--- config.mk ---
export PLATFORM = sky130hd
export DESIGN_NAME = tx_status_gen
export DESIGN_NICKNAME = d
export VERILOG_FILES = /design/src/rtl/txs_pkg.sv /design/src/rtl/txs_coll_track.sv /design/src/rtl/txs_defer_watch.sv /design/src/rtl/txs_carrier_mon.sv /design/src/rtl/tx_status_gen.sv
export SDC_FILE = /design/constraint.sdc
export NUM_CORES = 1
export LEC_CHECK = 0
export ABC_AREA = 1
export BUFFER_PORTS_ARGS = -buffer_cell sky130_fd_sc_hd__buf_2
export CAP_MARGIN = 20
export CORE_UTILIZATION = 49
export DETAILED_ROUTE_END_ITERATION = 8
export GPL_TIMING_DRIVEN = 0
export PLACE_DENSITY_LB_ADDON = 0.2
export RECOVER_POWER = 50
export SYNTH_ARGS = -nofsm -noshare
export SYNTH_HDL_FRONTEND = slang
export SYNTH_SLANG_ARGS = --single-unit
--- constraint.sdc ---
create_clock -name clk -period 1.65 [get_ports clk]
set_clock_uncertainty 0.2 [all_clocks]
set_input_delay 0.2475 -clock clk [delete_from_list [all_inputs] [get_ports clk]]
set_output_delay 0.2475 -clock clk [all_outputs]
set_load 0.1 [all_outputs]
--- src/rtl/txs_pkg.sv ---
package txs_pkg;

  localparam int unsigned CNT_FIELD_W = 4;

  typedef struct packed {
    logic                   lost_carr;
    logic                   no_carr;
    logic                   late_coll;
    logic                   excess_coll;
    logic [CNT_FIELD_W-1:0] coll_cnt;
    logic                   excess_defer;
    logic                   underrun;
    logic                   deferred;
  } txs_flags_t;

  // Place the flags in the status word; reserved positions stay zero.
  function automatic logic [31:0] txs_pack(input txs_flags_t f);
    logic [31:0] w;
    w       = '0;
    w[0]    = f.deferred;
    w[1]    = f.underrun;
    w[2]    = f.excess_defer;
    w[6:3]  = f.coll_cnt;
    w[8]    = f.excess_coll;
    w[9]    = f.late_coll;
    w[10]   = f.no_carr;
    w[11]   = f.lost_carr;
    w[15]   = f.lost_carr | f.no_carr | f.late_coll | f.excess_coll |
              f.excess_defer | f.underrun;
    return w;
  endfunction

  // Clamp a wider count into the status field.
  function automatic logic [CNT_FIELD_W-1:0] txs_clamp(input logic [7:0] n);
    logic [7:0] top;
    top = 8'((1 << CNT_FIELD_W) - 1);
    return (n > top) ? CNT_FIELD_W'(top) : n[CNT_FIELD_W-1:0];
  endfunction

endpackage

--- src/rtl/txs_coll_track.sv ---
module txs_coll_track #(
  parameter int unsigned WINDOW_BYTES = 64,
  parameter int unsigned MAX_COLL     = 16
) (
  input  logic       clk,
  input  logic       rst_n,
  input  logic       clr,
  input  logic       en,
  input  logic       byte_strobe,
  input  logic       collision_in,
  output logic [3:0] coll_cnt,
  output logic       late_ev,
  output logic       excess_ev,
  output logic       late_flag,
  output logic       excess_flag
);
  localparam int unsigned BW = $clog2(WINDOW_BYTES + 1);
  localparam int unsigned CW = $clog2(MAX_COLL + 1);

  logic [BW-1:0] byte_cnt;
  logic [CW-1:0] tries;
  logic          window_done;
  logic          coll_ev;
  logic          norm_ev;

  assign window_done = (byte_cnt == BW'(WINDOW_BYTES));
  assign coll_ev     = en && collision_in;
  assign late_ev     = coll_ev && window_done;
  assign norm_ev     = coll_ev && !window_done;
  assign excess_ev   = norm_ev && (tries == CW'(MAX_COLL - 1));

  always_ff @(posedge clk or negedge rst_n) begin
    if (!rst_n) begin
      byte_cnt    <= '0;
      tries       <= '0;
      late_flag   <= 1'b0;
      excess_flag <= 1'b0;
    end else if (clr) begin
      byte_cnt    <= '0;
      tries       <= '0;
      late_flag   <= 1'b0;
      excess_flag <= 1'b0;
    end else begin
      if (en && byte_strobe && !window_done) byte_cnt <= byte_cnt + 1'b1;
      if (norm_ev && tries != CW'(MAX_COLL)) tries <= tries + 1'b1;
      if (late_ev)   late_flag   <= 1'b1;
      if (excess_ev) excess_flag <= 1'b1;
    end
  end

  assign coll_cnt = txs_pkg::txs_clamp(8'(tries));
endmodule

--- src/rtl/txs_defer_watch.sv ---
module txs_defer_watch #(
  parameter int unsigned DEFER_LIMIT = 24288
) (
  input  logic clk,
  input  logic rst_n,
  input  logic clr,
  input  logic en,
  input  logic defer_in,
  input  logic bit_tick,
  input  logic chk_en,
  output logic deferred_flag,
  output logic xdefer_ev,
  output logic xdefer_flag
);
  localparam int unsigned DW = $clog2(DEFER_LIMIT + 1);

  logic [DW-1:0] ticks;
  logic          deferring;
  logic          counting;

  assign deferring = en && defer_in;
  assign counting  = deferring && chk_en && bit_tick;
  assign xdefer_ev = counting && (ticks == DW'(DEFER_LIMIT));

  always_ff @(posedge clk or negedge rst_n) begin
    if (!rst_n) begin
      ticks         <= '0;
      deferred_flag <= 1'b0;
      xdefer_flag   <= 1'b0;
    end else if (clr) begin
      ticks         <= '0;
      deferred_flag <= 1'b0;
      xdefer_flag   <= 1'b0;
    end else begin
      if (!deferring)
        ticks <= '0;
      else if (counting && ticks != DW'(DEFER_LIMIT))
        ticks <= ticks + 1'b1;
      if (deferring) deferred_flag <= 1'b1;
      if (xdefer_ev) xdefer_flag   <= 1'b1;
    end
  end
endmodule

--- src/rtl/txs_carrier_mon.sv ---
module txs_carrier_mon (
  input  logic clk,
  input  logic rst_n,
  input  logic clr,
  input  logic en,
  input  logic done,
  input  logic carrier_in,
  output logic lost_ev,
  output logic lost_flag,
  output logic no_carr_flag
);
  logic seen;

  assign lost_ev = en && seen && !carrier_in;

  always_ff @(posedge clk or negedge rst_n) begin
    if (!rst_n) begin
      seen         <= 1'b0;
      lost_flag    <= 1'b0;
      no_carr_flag <= 1'b0;
    end else if (clr) begin
      seen         <= 1'b0;
      lost_flag    <= 1'b0;
      no_carr_flag <= 1'b0;
    end else begin
      if (en && carrier_in) seen      <= 1'b1;
      if (lost_ev)          lost_flag <= 1'b1;
      if (done) no_carr_flag <= !(seen || (en && carrier_in));
    end
  end
endmodule

--- src/rtl/tx_status_gen.sv ---
module tx_status_gen #(
  parameter int unsigned WINDOW_BYTES = 64,
  parameter int unsigned MAX_COLL     = 16,
  parameter int unsigned DEFER_LIMIT  = 24288
) (
  input  logic        clk,
  input  logic        rst_n,
  input  logic        frame_start,
  input  logic        frame_end,
  input  logic        byte_strobe,
  input  logic        bit_tick,
  input  logic        defer_in,
  input  logic        defer_chk_en,
  input  logic        collision_in,
  input  logic        carrier_in,
  input  logic        underrun_in,
  output logic [31:0] stat_word,
  output logic        stat_valid,
  output logic        tx_abort,
  output logic        underrun_irq
);
  import txs_pkg::*;

  logic       active;
  logic       en;
  logic       finish;
  logic       abort_ev;
  logic       unr_ev;
  logic       unr_flag;
  logic       late_ev, excess_ev, xdefer_ev, lost_ev;
  logic       late_flag, excess_flag, xdefer_flag, deferred_flag;
  logic       lost_flag, no_carr_flag;
  logic [3:0] coll_cnt;
  txs_flags_t flags;

  assign en       = active && !frame_start;
  assign unr_ev   = en && underrun_in;
  assign abort_ev = late_ev | excess_ev | xdefer_ev | unr_ev;
  assign finish   = en && (frame_end || abort_ev);

  txs_coll_track #(.WINDOW_BYTES(WINDOW_BYTES), .MAX_COLL(MAX_COLL)) u_coll (
    .clk(clk), .rst_n(rst_n), .clr(frame_start), .en(en),
    .byte_strobe(byte_strobe), .collision_in(collision_in),
    .coll_cnt(coll_cnt), .late_ev(late_ev), .excess_ev(excess_ev),
    .late_flag(late_flag), .excess_flag(excess_flag)
  );

  txs_defer_watch #(.DEFER_LIMIT(DEFER_LIMIT)) u_defer (
    .clk(clk), .rst_n(rst_n), .clr(frame_start), .en(en),
    .defer_in(defer_in), .bit_tick(bit_tick), .chk_en(defer_chk_en),
    .deferred_flag(deferred_flag), .xdefer_ev(xdefer_ev),
    .xdefer_flag(xdefer_flag)
  );

  txs_carrier_mon u_carr (
    .clk(clk), .rst_n(rst_n), .clr(frame_start), .en(en), .done(finish),
    .carrier_in(carrier_in), .lost_ev(lost_ev), .lost_flag(lost_flag),
    .no_carr_flag(no_carr_flag)
  );

  always_ff @(posedge clk or negedge rst_n) begin
    if (!rst_n) begin
      active       <= 1'b0;
      unr_flag     <= 1'b0;
      stat_valid   <= 1'b0;
      tx_abort     <= 1'b0;
      underrun_irq <= 1'b0;
    end else begin
      if (frame_start)  active <= 1'b1;
      else if (finish)  active <= 1'b0;
      if (frame_start)  unr_flag <= 1'b0;
      else if (unr_ev)  unr_flag <= 1'b1;
      stat_valid   <= finish;
      tx_abort     <= en && abort_ev;
      underrun_irq <= unr_ev;
    end
  end

  always_comb begin
    flags.lost_carr    = lost_flag;
    flags.no_carr      = no_carr_flag;
    flags.late_coll    = late_flag;
    flags.excess_coll  = excess_flag;
    flags.coll_cnt     = coll_cnt;
    flags.excess_defer = xdefer_flag;
    flags.underrun     = unr_flag;
    flags.deferred     = deferred_flag;
  end

  assign stat_word = txs_pack(flags);
endmodule

==> parameters.txt <==
Parameter                              Value

Run status
  Result of the run ... complete, but fails checks
  Violations in the final reports ... setup timing

Synthesis
  Post-synthesis compound-gate area fraction ... 8.30%
  Most used flip-flop cell after synthesis ... dfrtp_1
  Number of cells produced by synthesis ... 308
  Total number of yosys warnings ... 0
  Mux share of post-synthesis cell area ... 0%
  Synth cell types ... 34
  Count of flip-flops with a built-in enable after synthesis ... 0
  Share of synthesized area occupied by flip-flops and latches ... 39.7%
  Dominant combinational cell family by area after synthesis ... simple AND/OR/NAND/NOR gates
  Post-Synth Simple-Gate Area ... 31.5%
  Number of storage elements in the synthesis netlist ... 39
  Fraction of synthesized cell area in xor and xnor cells ... 0.357%
  Adder-Cell Fraction of Synth Area ... 3.57%
  Mean area per synthesized cell ... 7.97 um^2
  Cell Area, Synth ... 0.00246 mm^2
  Ys async rst share ... 100%

Finish
  Layout cell share with drive strength beyond 1 ... 42.6%
  Most common cell after layout, fill and taps aside ... nand2_1
  Highest-count cells in the layout ignoring fill and taps ... nand2_1 (52), buf_4 (51), dfrtp_1 (38), inv_1 (23), conb_1 (20)
  Layout-stage area growth over the synthesis result ... 39.1%
  Most flop-heavy register ... u_defer.ticks
  Area of all placed cells without fillers ... 0.00342 mm^2
  Largest registers ranked by flip-flop count ... u_defer.ticks x15, u_coll.byte_cnt x7, u_coll.tries x5
  Flip-flop count of the largest register, all copies and words added ... 15
  Antenna diode count ... 0
  Number of nets in the finished design ... 404

Hold path
  Type of the worst min-delay path ... in -> reg
  Worst hold stages ... 2
  Worst min-delay path startpoint ... frame_start
  Endpoint with the worst hold slack ... u_defer.xdefer_flag$_DFFE_PN0P_

Timing
  Final hold viol count ... 0
  Setup repair after global routing missed its margin ... yes
  Setup Viol. Count Final ... 22
  Timing-limited maximum frequency ... 466 MHz
  Final Slew Violations ... 0
  Crit share post-route ... 130%
  Worst hold slack across all endpoints ... 25.1 ps
  Worst Tran Pin Value ... 875 ps
  Setup ws final ... -494 ps
  Fin crit period ... 2140 ps
  Remaining max-slew budget at the tightest pin ... 41.7%

Setup path
  R2r startpoint ... u_coll.tries[1]$_DFFE_PN0P_
  Nature of the critical path endpoint ... output pin
  Cell occurring most often along the worst timing path ... ha_2
  Internal reg-to-reg setup slack ... -140 ps
  Type of origin of the critical path ... register
  Critical path data arrival time ... 1700 ps
  Slowest library cell on the worst path ... dfrtp_1
  Critical path cell sequence ... ha_2 -> inv_2 -> nor3_2 -> ha_2 -> nand3b_1 -> buf_6 -> nand2_4 -> buf_12
  CP Data Required Time ... 1200 ps
  Worst reg2reg endpoint ... u_carr.no_carr_flag$_DFFE_PN0P_
  CP bufs+invs ... 3
  Largest delay contributor family on the critical path ... flip-flops
  Setup Crit Path Kind ... reg -> out
  Worst r2r path cells ... 10
  Longest individual stage delay on the worst path ... 390 ps
  CP Max Fanout ... 3

Job
  Maxcap violations ... 0

GRT
  Remaining global-route overflow ... 0
  Initial antenna violation count ... 0
  Overall track demand over capacity in global routing ... 22.0%
  Number of global-route vias before repair ... 2,002
  First-pass GRT wire length ... 8930 um
  Maximum number of pins on one net before global-route repair ... 40

Pwr
  Worst VDD drop ... 488 uV
  Power, Total ... 2.92 mW
  Pwr Density ... 854 mW/mm^2
  Standby leakage power ... 1.66 nW

Detailed routing
  Number of nets with antenna violations after routing ... 0
  Routed vias/inst ... 4.86
  Number of violations reported at the end of detailed-routing iteration 0 ... 127
  Highest metal layer with signal wires ... met4
  Per-cell routed wire length ... 12.8 um
  Wire length reported by the detailed router ... 5810 um
  Total met2 wirelength after detailed routing ... 2950 um
  Routed met1 length ... 2620 um
  Met3 wire length ... 211 um
  Routed via count ... 2,208
  DRC violations left ... 0
  First drt pass iteration count ... 4

Floorplan
  Placeable Area ... 0.00479 mm^2
  Height of the die ... 72.8 um
  Die ar. ... 0.00530 mm^2
  Placement row count ... 25
  Number of top-level pins ... 46
  Starting density of the core ... 51.3%
  Die span in x ... 72.8 um

Placed design
  Count of buffers from port buffering ... 25
  Placed cell area ... 0.00277 mm^2
  Global placer's final weighted congestion ... 0.835
  HPWL Detailed ... 3560 um
  Setup slack after placement ... -604 ps

Clock tree
  Clk sink count ... 39
  Clock Latency Late Sink ... 290 ps
  Post-CTS clock slew at the launch and capture registers of the worst setup and hold paths ... 80 ps
  Maximum level of the CTS H-tree ... 2
  Clock buffers created by TritonCTS ... 5
  CTS tree ... yes
  Clk buf depth ... 2
  Root cell of the clock tree ... clkbuf_8
power by group:
group | switching [mW] | leakage [nW] | total, mW | internal (mW)
Sequential | 0.0318 | 0.527 | 1.03 | 0.995
Clock | 0.360 | 0.0644 | 0.963 | 0.603
Combinational | 0.656 | 1.07 | 0.929 | 0.272
worst max-delay path by stage:
stage,to,slack (ps),cells past startpoint,start
after floorplan,stat_word[3],-310,6,u_coll.tries[0]$_DFFE_PN0P_
after global placement,stat_word[3],-580,7,u_coll.tries[0]$_DFFE_PN0P_
after detailed placement,stat_word[3],-600,7,u_coll.tries[0]$_DFFE_PN0P_
after CTS,stat_word[5],-470,8,u_coll.tries[1]$_DFFE_PN0P_
after global routing,stat_word[5],-560,8,u_coll.tries[1]$_DFFE_PN0P_
final,stat_word[5],-490,8,u_coll.tries[1]$_DFFE_PN0P_
stage by stage:
stage          util, %  setup TNS [ps]  std cells
2_1_floorplan        -            -905        327
6_report          71.4           -2490        454
3_5_place_dp      57.9           -3140        419
5_1_grt           71.4           -5740        454
3_3_place_gp      57.9           -2760        419
4_1_cts           66.7           -1670        442
routing by layer:
metal  up-vias  GRT usage, %
met1      1038          29.2
met4         0          5.88
li1       1115             -
met3         2          5.94
met5         -             0
met2        53          35.5
worst reg2reg max path, cell delays in order (launching register included):
cell and delay [ps]:
dfrtp_1 390, ha_2 190, inv_2 60, nor3_2 40, ha_2 190, buf_4 140
o21bai_4 150, nand3_2 100, nor2_2 110, nand3_1 70, nand2_1 90
Yosys cell counts, drive strengths merged (2+ instances only):
cell	instances	area [um^2]
buf	31	241
ha	7	87.6
o21ai	24	120
nand4	16	100
dfrtp	39	976
nand3	24	143
a31o	2	17.5
nand2	73	319
nor2	26	120
nor3	10	71.3
a21oi	6	33.8
inv	42	160
cell type report:
| class | instances | area [um^2] |
|---|---|---|
| multi-input cells | 216 | 1390 |
| fillers | 363 | 1370 |
| flip-flops and latches | 39 | 977 |
| repair buffers | 51 | 425 |
| plain buffers | 31 | 234 |
| inverters | 42 | 174 |
| well taps | 67 | 83.8 |
| clock buffers | 5 | 68.8 |
| clock inverters | 3 | 67.6 |
repair_timing:
item | CTS | global route
resized for setup | 52 | 43
setup endpoints to repair | 30 | 35
buffers inserted | 11 | 13
cloned | 1 | 1
endpoints found under the hold margin | 41 | 0
pin swaps | 14 | 17
hold buffers | 3 | 0
cells by family (layout without fill, tap and decap cells):
logic type | count (synthesis) | in the layout
AO/OA/AOI/OAI | 35 | 35
buffers and inverters | 73 | 132
other | 1 | 20
adder cells (fa/ha/maj) | 7 | 7
flip-flops | 39 | 39
AND/OR/NAND/NOR | 152 | 153
XOR/XNOR | 1 | 1
No activity file was read; power rests on OpenSTA's default activity.
